===== src/rtl/bkpt_pkg.sv =====
package bkpt_pkg;
   typedef enum logic {
      BK_MODE_DATA = 1'b0,
      BK_MODE_REG  = 1'b1
   } bk_mode_e;
endpackage


===== src/rtl/bkpt_regfile.sv =====
module bkpt_regfile #(
   parameter int ADDR_W   = 16,
   parameter int NUM_PROG = 4,
   parameter int NUM_DATA = 2,
   parameter int SEL_W    = 3
) (
   input  logic                                 clk,
   input  logic                                 rst_n,
   input  logic                                 tlr,
   input  logic [SEL_W-1:0]                     sel,
   input  logic                                 wr_en,
   input  logic [ADDR_W-1:0]                    wdata,
   input  logic                                 rd_en,
   output logic [ADDR_W-1:0]                    rdata,
   output logic [NUM_PROG+NUM_DATA-1:0][ADDR_W-1:0] bp_q,
   output logic [NUM_DATA-1:0]                  mode_q
);
   localparam int NUM_BP   = NUM_PROG + NUM_DATA;
   localparam int MODE_SEL = NUM_BP;

   if (NUM_DATA > ADDR_W) begin : g_chk_mode
      $error("mode word does not fit in the data width");
   end

   for (genvar i = 0; i < NUM_BP; i++) begin : g_bp
      always_ff @(posedge clk or negedge rst_n) begin
         if (!rst_n)
            bp_q[i] <= '1;
         else if (tlr)
            bp_q[i] <= '1;
         else if (wr_en && sel == SEL_W'(i))
            bp_q[i] <= wdata;
      end

      a_r3_write_lands: assert property (@(posedge clk) disable iff (!rst_n)
         (wr_en && !tlr && sel == SEL_W'(i)) |=> bp_q[i] == $past(wdata));
      a_r2_tlr_sets_ones: assert property (@(posedge clk) disable iff (!rst_n)
         tlr |=> bp_q[i] == '1);
   end

   always_ff @(posedge clk or negedge rst_n) begin
      if (!rst_n)
         mode_q <= '0;
      else if (tlr)
         mode_q <= '0;
      else if (wr_en && sel == SEL_W'(MODE_SEL))
         mode_q <= wdata[NUM_DATA-1:0];
   end

   always_ff @(posedge clk or negedge rst_n) begin
      if (!rst_n)
         rdata <= '0;
      else if (rd_en) begin
         if (int'(sel) < NUM_BP)
            rdata <= bp_q[sel];
         else if (int'(sel) == MODE_SEL)
            rdata <= ADDR_W'(mode_q);
         else
            rdata <= '0;
      end
   end

   a_r10_mode_stable: assert property (@(posedge clk) disable iff (!rst_n)
      (!tlr && !(wr_en && sel == SEL_W'(MODE_SEL))) |=> $stable(mode_q));
endmodule


===== src/rtl/bkpt_compare.sv =====
module bkpt_compare
   import bkpt_pkg::*;
#(
   parameter int ADDR_W   = 16,
   parameter int NUM_PROG = 4,
   parameter int NUM_DATA = 2,
   parameter int CODE_W   = 8
) (
   input  logic [NUM_PROG+NUM_DATA-1:0][ADDR_W-1:0] bp_q,
   input  logic [NUM_DATA-1:0]                  mode_q,
   input  logic                                 fetch_valid,
   input  logic [ADDR_W-1:0]                    fetch_addr,
   input  logic                                 data_valid,
   input  logic [ADDR_W-1:0]                    data_addr,
   input  logic                                 regacc_valid,
   input  logic [CODE_W-1:0]                    regacc_code,
   output logic [NUM_PROG+NUM_DATA-1:0]         hits
);
   localparam int NUM_BP = NUM_PROG + NUM_DATA;

   if (CODE_W > ADDR_W) begin : g_chk_code
      $error("register code wider than breakpoint register");
   end

   for (genvar i = 0; i < NUM_BP; i++) begin : g_cmp
      if (i < NUM_PROG) begin : g_prog
         assign hits[i] = fetch_valid && (fetch_addr == bp_q[i]);
      end else begin : g_dual
         bk_mode_e mode;
         assign mode = bk_mode_e'(mode_q[i-NUM_PROG]);
         always_comb begin
            if (mode == BK_MODE_REG)
               hits[i] = regacc_valid && (regacc_code == bp_q[i][CODE_W-1:0]);
            else
               hits[i] = data_valid && (data_addr == bp_q[i]);
         end
      end
   end
endmodule


===== src/rtl/bkpt_match_unit.sv =====
module bkpt_match_unit #(
   parameter int ADDR_W   = 16,
   parameter int NUM_PROG = 4,
   parameter int NUM_DATA = 2,
   parameter int CODE_W   = 8,
   parameter int SEL_W    = $clog2(NUM_PROG + NUM_DATA + 1),
   parameter int IDX_W    = $clog2(NUM_PROG + NUM_DATA)
) (
   input  logic              clk,
   input  logic              rst_n,
   input  logic              tlr,
   input  logic              dme,
   input  logic [SEL_W-1:0]  dbg_sel,
   input  logic              dbg_wr_en,
   input  logic [ADDR_W-1:0] dbg_wdata,
   input  logic              dbg_rd_en,
   output logic [ADDR_W-1:0] dbg_rdata,
   input  logic              fetch_valid,
   input  logic [ADDR_W-1:0] fetch_addr,
   input  logic              data_valid,
   input  logic [ADDR_W-1:0] data_addr,
   input  logic              regacc_valid,
   input  logic [CODE_W-1:0] regacc_code,
   output logic              brk_req,
   output logic [IDX_W-1:0]  brk_idx
);
   localparam int NUM_BP = NUM_PROG + NUM_DATA;

   if (2**SEL_W < NUM_BP + 1) begin : g_chk_sel
      $error("select field too narrow");
   end
   if (2**IDX_W < NUM_BP) begin : g_chk_idx
      $error("index field too narrow");
   end

   logic [NUM_BP-1:0][ADDR_W-1:0] bp_q;
   logic [NUM_DATA-1:0]           mode_q;
   logic [NUM_BP-1:0]             hits;
   logic [IDX_W-1:0]              first_idx;

   bkpt_regfile #(.ADDR_W(ADDR_W), .NUM_PROG(NUM_PROG), .NUM_DATA(NUM_DATA),
                  .SEL_W(SEL_W)) regs_i (
      .clk(clk), .rst_n(rst_n), .tlr(tlr), .sel(dbg_sel), .wr_en(dbg_wr_en),
      .wdata(dbg_wdata), .rd_en(dbg_rd_en), .rdata(dbg_rdata),
      .bp_q(bp_q), .mode_q(mode_q));

   bkpt_compare #(.ADDR_W(ADDR_W), .NUM_PROG(NUM_PROG), .NUM_DATA(NUM_DATA),
                  .CODE_W(CODE_W)) cmp_i (
      .bp_q(bp_q), .mode_q(mode_q), .fetch_valid(fetch_valid),
      .fetch_addr(fetch_addr), .data_valid(data_valid), .data_addr(data_addr),
      .regacc_valid(regacc_valid), .regacc_code(regacc_code), .hits(hits));

   always_comb begin
      first_idx = '0;
      for (int i = NUM_BP - 1; i >= 0; i--)
         if (hits[i]) first_idx = IDX_W'(i);
   end

   always_ff @(posedge clk or negedge rst_n) begin
      if (!rst_n) begin
         brk_req <= 1'b0;
         brk_idx <= '0;
      end else begin
         brk_req <= dme && (|hits);
         brk_idx <= (dme && (|hits)) ? first_idx : '0;
      end
   end

   a_r5_no_brk_without_dme: assert property (@(posedge clk) disable iff (!rst_n)
      !dme |=> !brk_req);
   a_r6_idle_no_brk: assert property (@(posedge clk) disable iff (!rst_n)
      !(fetch_valid || data_valid || regacc_valid) |=> !brk_req);
   a_r9_idx_in_range: assert property (@(posedge clk) disable iff (!rst_n)
      brk_req |-> int'(brk_idx) < NUM_BP);
   a_r9_lowest_hit: assert property (@(posedge clk) disable iff (!rst_n)
      (dme && hits[0]) |=> brk_req && brk_idx == '0);
   a_r11_prog_fetch_only: assert property (@(posedge clk) disable iff (!rst_n)
      !fetch_valid |-> hits[NUM_PROG-1:0] == '0);
endmodule


===== config.mk =====
export PLATFORM = sky130hd
export DESIGN_NAME = bkpt_match_unit
export DESIGN_NICKNAME = d
export VERILOG_FILES = /design/src/rtl/bkpt_pkg.sv /design/src/rtl/bkpt_regfile.sv /design/src/rtl/bkpt_compare.sv /design/src/rtl/bkpt_match_unit.sv
export SDC_FILE = /design/constraint.sdc
export NUM_CORES = 1
export LEC_CHECK = 0
export BUFFER_PORTS_ARGS = -buffer_cell sky130_fd_sc_hd__buf_2
export CORE_ASPECT_RATIO = 1.5
export CORE_MARGIN = 8
export CORE_UTILIZATION = 55
export DETAILED_ROUTE_END_ITERATION = 8
export GPL_TIMING_DRIVEN = 0
export MAX_ROUTING_LAYER = met4
export PLACE_DENSITY = 0.76
export RECOVER_POWER = 100
export SKIP_LAST_GASP = 1
export SLEW_MARGIN = 20
export SYNTH_ARGS = -nofsm -noshare
export SYNTH_HDL_FRONTEND = slang
export SYNTH_SLANG_ARGS = --single-unit

===== constraint.sdc =====
create_clock -name clk -period 2 [get_ports clk]
set_input_delay 0.2 -clock clk [delete_from_list [all_inputs] [get_ports clk]]
set_output_delay 0.2 -clock clk [all_outputs]
set_load 0.02 [all_outputs]

Yosys cells after proc, flatten, opt, wreduce, memory -nomap -nowiden
Cells that the tools add are included.
{ "op_classes": {"addsub": 0, "n_eq_ne": 15, "shift": 0, "bitwise_logic": 0, "n_reduce_logical": 25, "magnitude_cmp": 2, "div": 0, "multipliers": 0, "muxes": 27} }
{ "op_table": {"columns": ["cell", "n"], "rows": [
  ["two-way mux 16 bit", 14],
  ["equality test 16 bit", 6],
  ["binary-select mux 16 bit (select 3 bit)", 1],
  ["two-way mux 3 bit", 7],
  ["equality test 8 bit", 2],
  ["logical AND 1 bit", 16],
  ["nonzero test 2 bit", 7],
  ["equality test 3 x 2 -> 1 bit, second input constant", 3],
  ["equality test 3 bit, second input constant", 3],
  ["two-way mux 2 bit", 3],
  ["OR reduction 6 bit", 1],
  ["< comparator 3 x 4 -> 1 bit, second input constant", 1],
  ["equality test 3 x 1 -> 1 bit, second input constant", 1],
  ["zero test 3 bit", 1],
  ["< comparator 3 bit, second input constant", 1],
  ["two-way mux 1 bit", 2]
]} }
{ "totals": {"n_memories": 0, "rom_bits": 0, "reg_bits": 118, "latch_bits": 0, "mem_bits_rw": 0, "output_inout_bits": 20, "word_cells": 79, "in_bits": 68} }

Logic depth before layout (Yosys ltp)
{ "logic_depth": {"depth_word": 10, "depth_mapped": 8, "ltp_nobuf": 7} }

By module
Synthesis repeated with hierarchy kept, for this count alone.
{ "hier_totals": {"cells_unflattened": 643, "area_unflattened_um2": 7161.9} }
{ "by_module_without_submodules": {"columns": ["mod", "area_per_inst_um2", "seq_area_each_um2", "cells_per_inst", "instances"], "rows": [
  ["bkpt_regfile", 5711.7, 2972.9, 468, 1],
  ["bkpt_compare", 1283.7, 0.0, 160, 1],
  ["bkpt_match_unit", 166.4, 100.1, 15, 1]
]} }

Worst setup path before layout
No wires, ideal clock.
{ "synth_timing": {"path_kind": "reg-to-reg", "start": "register regs_i.bp_q[67] in the netlist's numbering", "end": "register brk_idx[0]", "setup_slack_ps": 317, "t_arrival_ps": 1564, "setup_time_ps": 119, "stages_incl_launch_ff": 8, "period_less_slack_ps": 1683, "path_buffers": 0, "t_required_ps": 1881, "path_cell_list": "dfstp_2 > xnor2_1 > nand4_1 > nor4_1 > a41oi_1 > a21oi_1 > nor2_1 > o21ba_1"} }
{ "synth_between": {"elab_chain_cells": 9, "elab_cells_between_ends": 13, "classes_between": "2 x eq/ne; 7 x mux; 4 x reduce/logical"} }
{ "synth_lines": {"columns": ["element", "line_no", "text"], "rows": [
  ["from (decl)", "bkpt_regfile.sv:15", "output logic [NUM_PROG+NUM_DATA-1:0][ADDR_W-1:0] bp_q,"],
  ["from (signal, indexed assignment)", "bkpt_regfile.sv:32", "bp_q[i] <= wdata;"],
  ["equality test 16 bit or equality test 8 bit (tied branches)", "bkpt_compare.sv:35, bkpt_compare.sv:33", null],
  ["logical AND 1 bit (on tied branches)", "bkpt_compare.sv:35, bkpt_compare.sv:33", null],
  ["two-way mux 1 bit (*)", "bkpt_compare.sv:32", "if (mode == BK_MODE_REG)"],
  ["two-way mux 3 bit (5 in a row)", "bkpt_match_unit.sv:56", "if (hits[i]) first_idx = IDX_W'(i);"],
  ["two-way mux 3 bit (*)", "bkpt_match_unit.sv:65", "brk_idx <= (dme && (|hits)) ? first_idx : '0;"],
  ["to (signal assigned)", "bkpt_match_unit.sv:65", null],
  ["to (decl)", "bkpt_match_unit.sv:25", "output logic [IDX_W-1:0] brk_idx"]
]} }
Mark *: on every way between the ends. The rest lies on a longest branch, timed or not.
A chain may end at the register's enable or synchronous reset.

Worst setup path after layout
{ "layout_timing": {"start": "register regs_i.bp_q[89] in the netlist's numbering", "end": "register brk_idx[2]"} }
{ "layout_between": {"elab_chain_cells": 10, "elab_cells_between_ends": 12, "classes_between": "1 x eq/ne; 8 x mux; 3 x reduce/logical"} }
{ "layout_lines": {"columns": ["element", "line_no", "text"], "rows": [
  ["equality test 16 bit (*)", "bkpt_compare.sv:35", "hits[i] = data_valid && (data_addr == bp_q[i]);"],
  ["logical AND 1 bit (*)", "bkpt_compare.sv:35", null],
  ["two-way mux 1 bit (*)", "bkpt_compare.sv:32", null],
  ["two-way mux 3 bit (6 in a row)", "bkpt_match_unit.sv:56", null],
  ["two-way mux 3 bit (*)", "bkpt_match_unit.sv:65", null]
]} }
Marks and branches as above.

==> reports/results.ini <==
[timing]
slew_headroom = 0.255
setup_violations = 0
hold_viol_final = 0
period_share = 0.992
period_minus_slack_ns = 1.98
skew_ns = 0.0110
rsz0062_at_grt = true
fmax_mhz = 504
drv_slew = 0
tightest_slew_ns = 1.12

[min_path]
min_path_type = in -> reg
hold_path_depth = 2
hp-start = dme
min_to = brk_req

[critical_path]
r2r_start = regs_i.bp_q[89]
r2r_setup_slack_ns = 0.02
crit_required_ns = 2.31
startpoint_type = flop
crit_chain = xor2_1 -> nor4_2 -> nand4_1 -> o22ai_4 -> inv_2 -> a2111oi_4
critPathCaptureType = flop
cp.arrival_ns = 2.29
crit_family = flip-flops
max_stage_delay_ns = 0.58
worst_path_max_delay_cell = dfstp_2
crit_path_max_fanout = 3
criticalPathCategory = reg -> reg
critPathBufInv = 1
r2r_end = brk_idx[2]
ff2ff_path_depth = 6

[clock_tree]
clk_pin_slew_ns = 0.06
clk_path_buf_depth = 2
cts_sinks = 118
clockRootBuffer = clkbuf_16
cts_buffers = 17
worstSkewPairLatency_ns = 0.42
cts_tree = built
cts-htree-levels = 4

[synthesis]
yosysSeqAreaShare = 0.434
yosys-top-cells-count = 138 x nand2_1, 96 x dfstp_2, 83 x xnor2_1
postSynthAreaPerCell_um2 = 10.1
synthCells = 698
synth.distinct_cells = 42
synth_edf_count = 0
yosysWarnings = 0
syn-cell-area_um2 = 7080
syn-num-nets = 766
ys_seq_elements = 118
ys.flop_type = dfstp_2
yosys.area.top_type_share = 0.356
async_flop_share = 1.00
synth_top_cell_by_area = dfstp_2
yosys-top-cells-area = dfstp_2 36%, xnor2_1 10%, dfrtp_1 7.8%
synth.most_common_cell = nand2_1

[grt]
grt_pass1_vias = 6474
antenna_found_initial = 1
grt_first_pass_wirelength_um = 37900
grt_max_degree = 76
track_usage = 0.313
grt.overflow.total = 0

[detailed_routing]
vias_per_cell = 6.21
wl_um = 24400
drc = 0
drt_iter0_markers = 415
vias = 6012
postRouteAntennaNets = 0
first_pass_iters = 5
routedWlPerCell_um = 25.2

[floorplan]
die_h_um = 155
die_x_um = 109
die_area_um2 = 16800
core_area_um2 = 12800
start_util = 0.555
pin_count = 88
rows = 51

[layout]
final_area_um2 = 8360
area_growth_pct = 18.0
nNetsFinal = 863
fin_util = 0.655
final_layout_size_suffix_gt1_frac = 0.313

[run]
maxCapViolations = 0

[place]
placed_cell_area_um2 = 7680
hpwl_um = 18000
place_congestion = 1.05
numPortBuffers = 73

[power]
power_density_nw_per_um2 = 788
peakVddDrop_mv = 0.590
p_leak_nw = 3.30

[status]
status = complete, no violations

==> worst register-to-register path, stage by stage (launching register included) <==
cell and delay [ns]:
dfstp_2 0.58, xor2_1 0.10, nor4_2 0.37, nand4_1 0.20
o22ai_4 0.25, inv_2 0.09, a2111oi_4 0.29
==> layout by cell type (no fill, tap or decap), drive strengths merged, types with 2 or more instances in the layout <==
cell,instances
a211o,32
a21oi,15
a22oi,14
and3,2
buf,75
bufinv,2
clkbuf,75
clkinv,7
dfrtp,22
dfstp,96
inv,4
mux2,14
mux2i,4
mux4,16
nand2,138
nand3,8
nand3b,65
nand4,18
nor2,20
nor2b,35
nor3,3
nor3b,2
nor4,12
o211ai,4
o21ai,2
xnor2,83
xor2,29
==> metrics by stage <==
step,power [W],hold WS [ns],std cells,setup TNS [ns],worst slack (ns)
2_1_floorplan,0.00321,-0.0956,698,0,0.317
3_3_place_gp,0.00359,0.446,930,-12.88,-0.544
3_5_place_dp,0.00363,0.152,931,-1.84,-0.175
4_1_cts,0.00656,0.0248,966,-0.0250,-0.0250
5_1_grt,0.00677,0.0214,968,-0.789,-0.0932
6_report,0.00659,0.0304,968,0,0.0160
==> metal layers <==
layer	routed length, um	GRT usage
met1	8620	0.342
met2	12600	0.506
met3	1580	0.0588
met4	1620	0.208
met5	0	-
==> cells by family (layout without fill, tap and decap cells) <==
group / Yosys count / in the layout / share of synthesized area
XOR/XNOR: 112 / 112 / 0.139
other: 0 / 1 / 0
AND/OR/NAND/NOR: 307 / 307 / 0.232
multiplexers: 34 / 34 / 0.0788
AO/OA/AOI/OAI: 72 / 72 / 0.0788
buffers and inverters: 55 / 165 / 0.0383
flip-flops: 118 / 118 / 0.434
==> worst max path at each step <==
stage	endpoint	from	slack (ns)	cells past startpoint
after floorplan	brk_idx[0]	regs_i.bp_q[67]	0.32	7
after global placement	regs_i.mode_q[0]	rst_n	-0.54	1
after detailed placement	brk_idx[0]	regs_i.bp_q[71]	-0.18	7
after CTS	brk_idx[0]	regs_i.bp_q[67]	-0.03	7
after global routing	brk_idx[1]	regs_i.bp_q[41]	-0.09	6
final	brk_idx[2]	regs_i.bp_q[89]	0.02	6
==> where the power goes <==
group	switching [W]	internal (W)
clock network	0.00111	0.00185
registers	0.000101	0.00255
logic	0.000600	0.000372
total	0.00181	0.00478
==> state kept, by name, summed over array words and instances (netlist names) <==
name,flops
regs_i.bp_q,96
regs_i.rdata,16
brk_idx,3
regs_i.mode_q,2
brk_req,1
==> layout make-up <==
| class | count | area (um^2) |
|---|---|---|
| buffer | 51 | 249 |
| tap | 159 | 199 |
| fill | 1049 | 4410 |
| antenna | 1 | 2.50 |
| sequential | 118 | 3070 |
| clock inverter | 10 | 106 |
| inverter | 4 | 15.0 |
| clock buffer | 22 | 454 |
| timing repair buffer | 78 | 388 |
| multi-input combinational | 525 | 3870 |
==> what timing repair did <==
item                       CTS  global route
hold buffers                 1             0
setup buffers                2             1
hold endpoints to repair    20             0
pin swaps                    4            15
resized for setup            9            11
setup endpoints to repair    4             4
No activity file was read; power rests on OpenSTA's default activity.
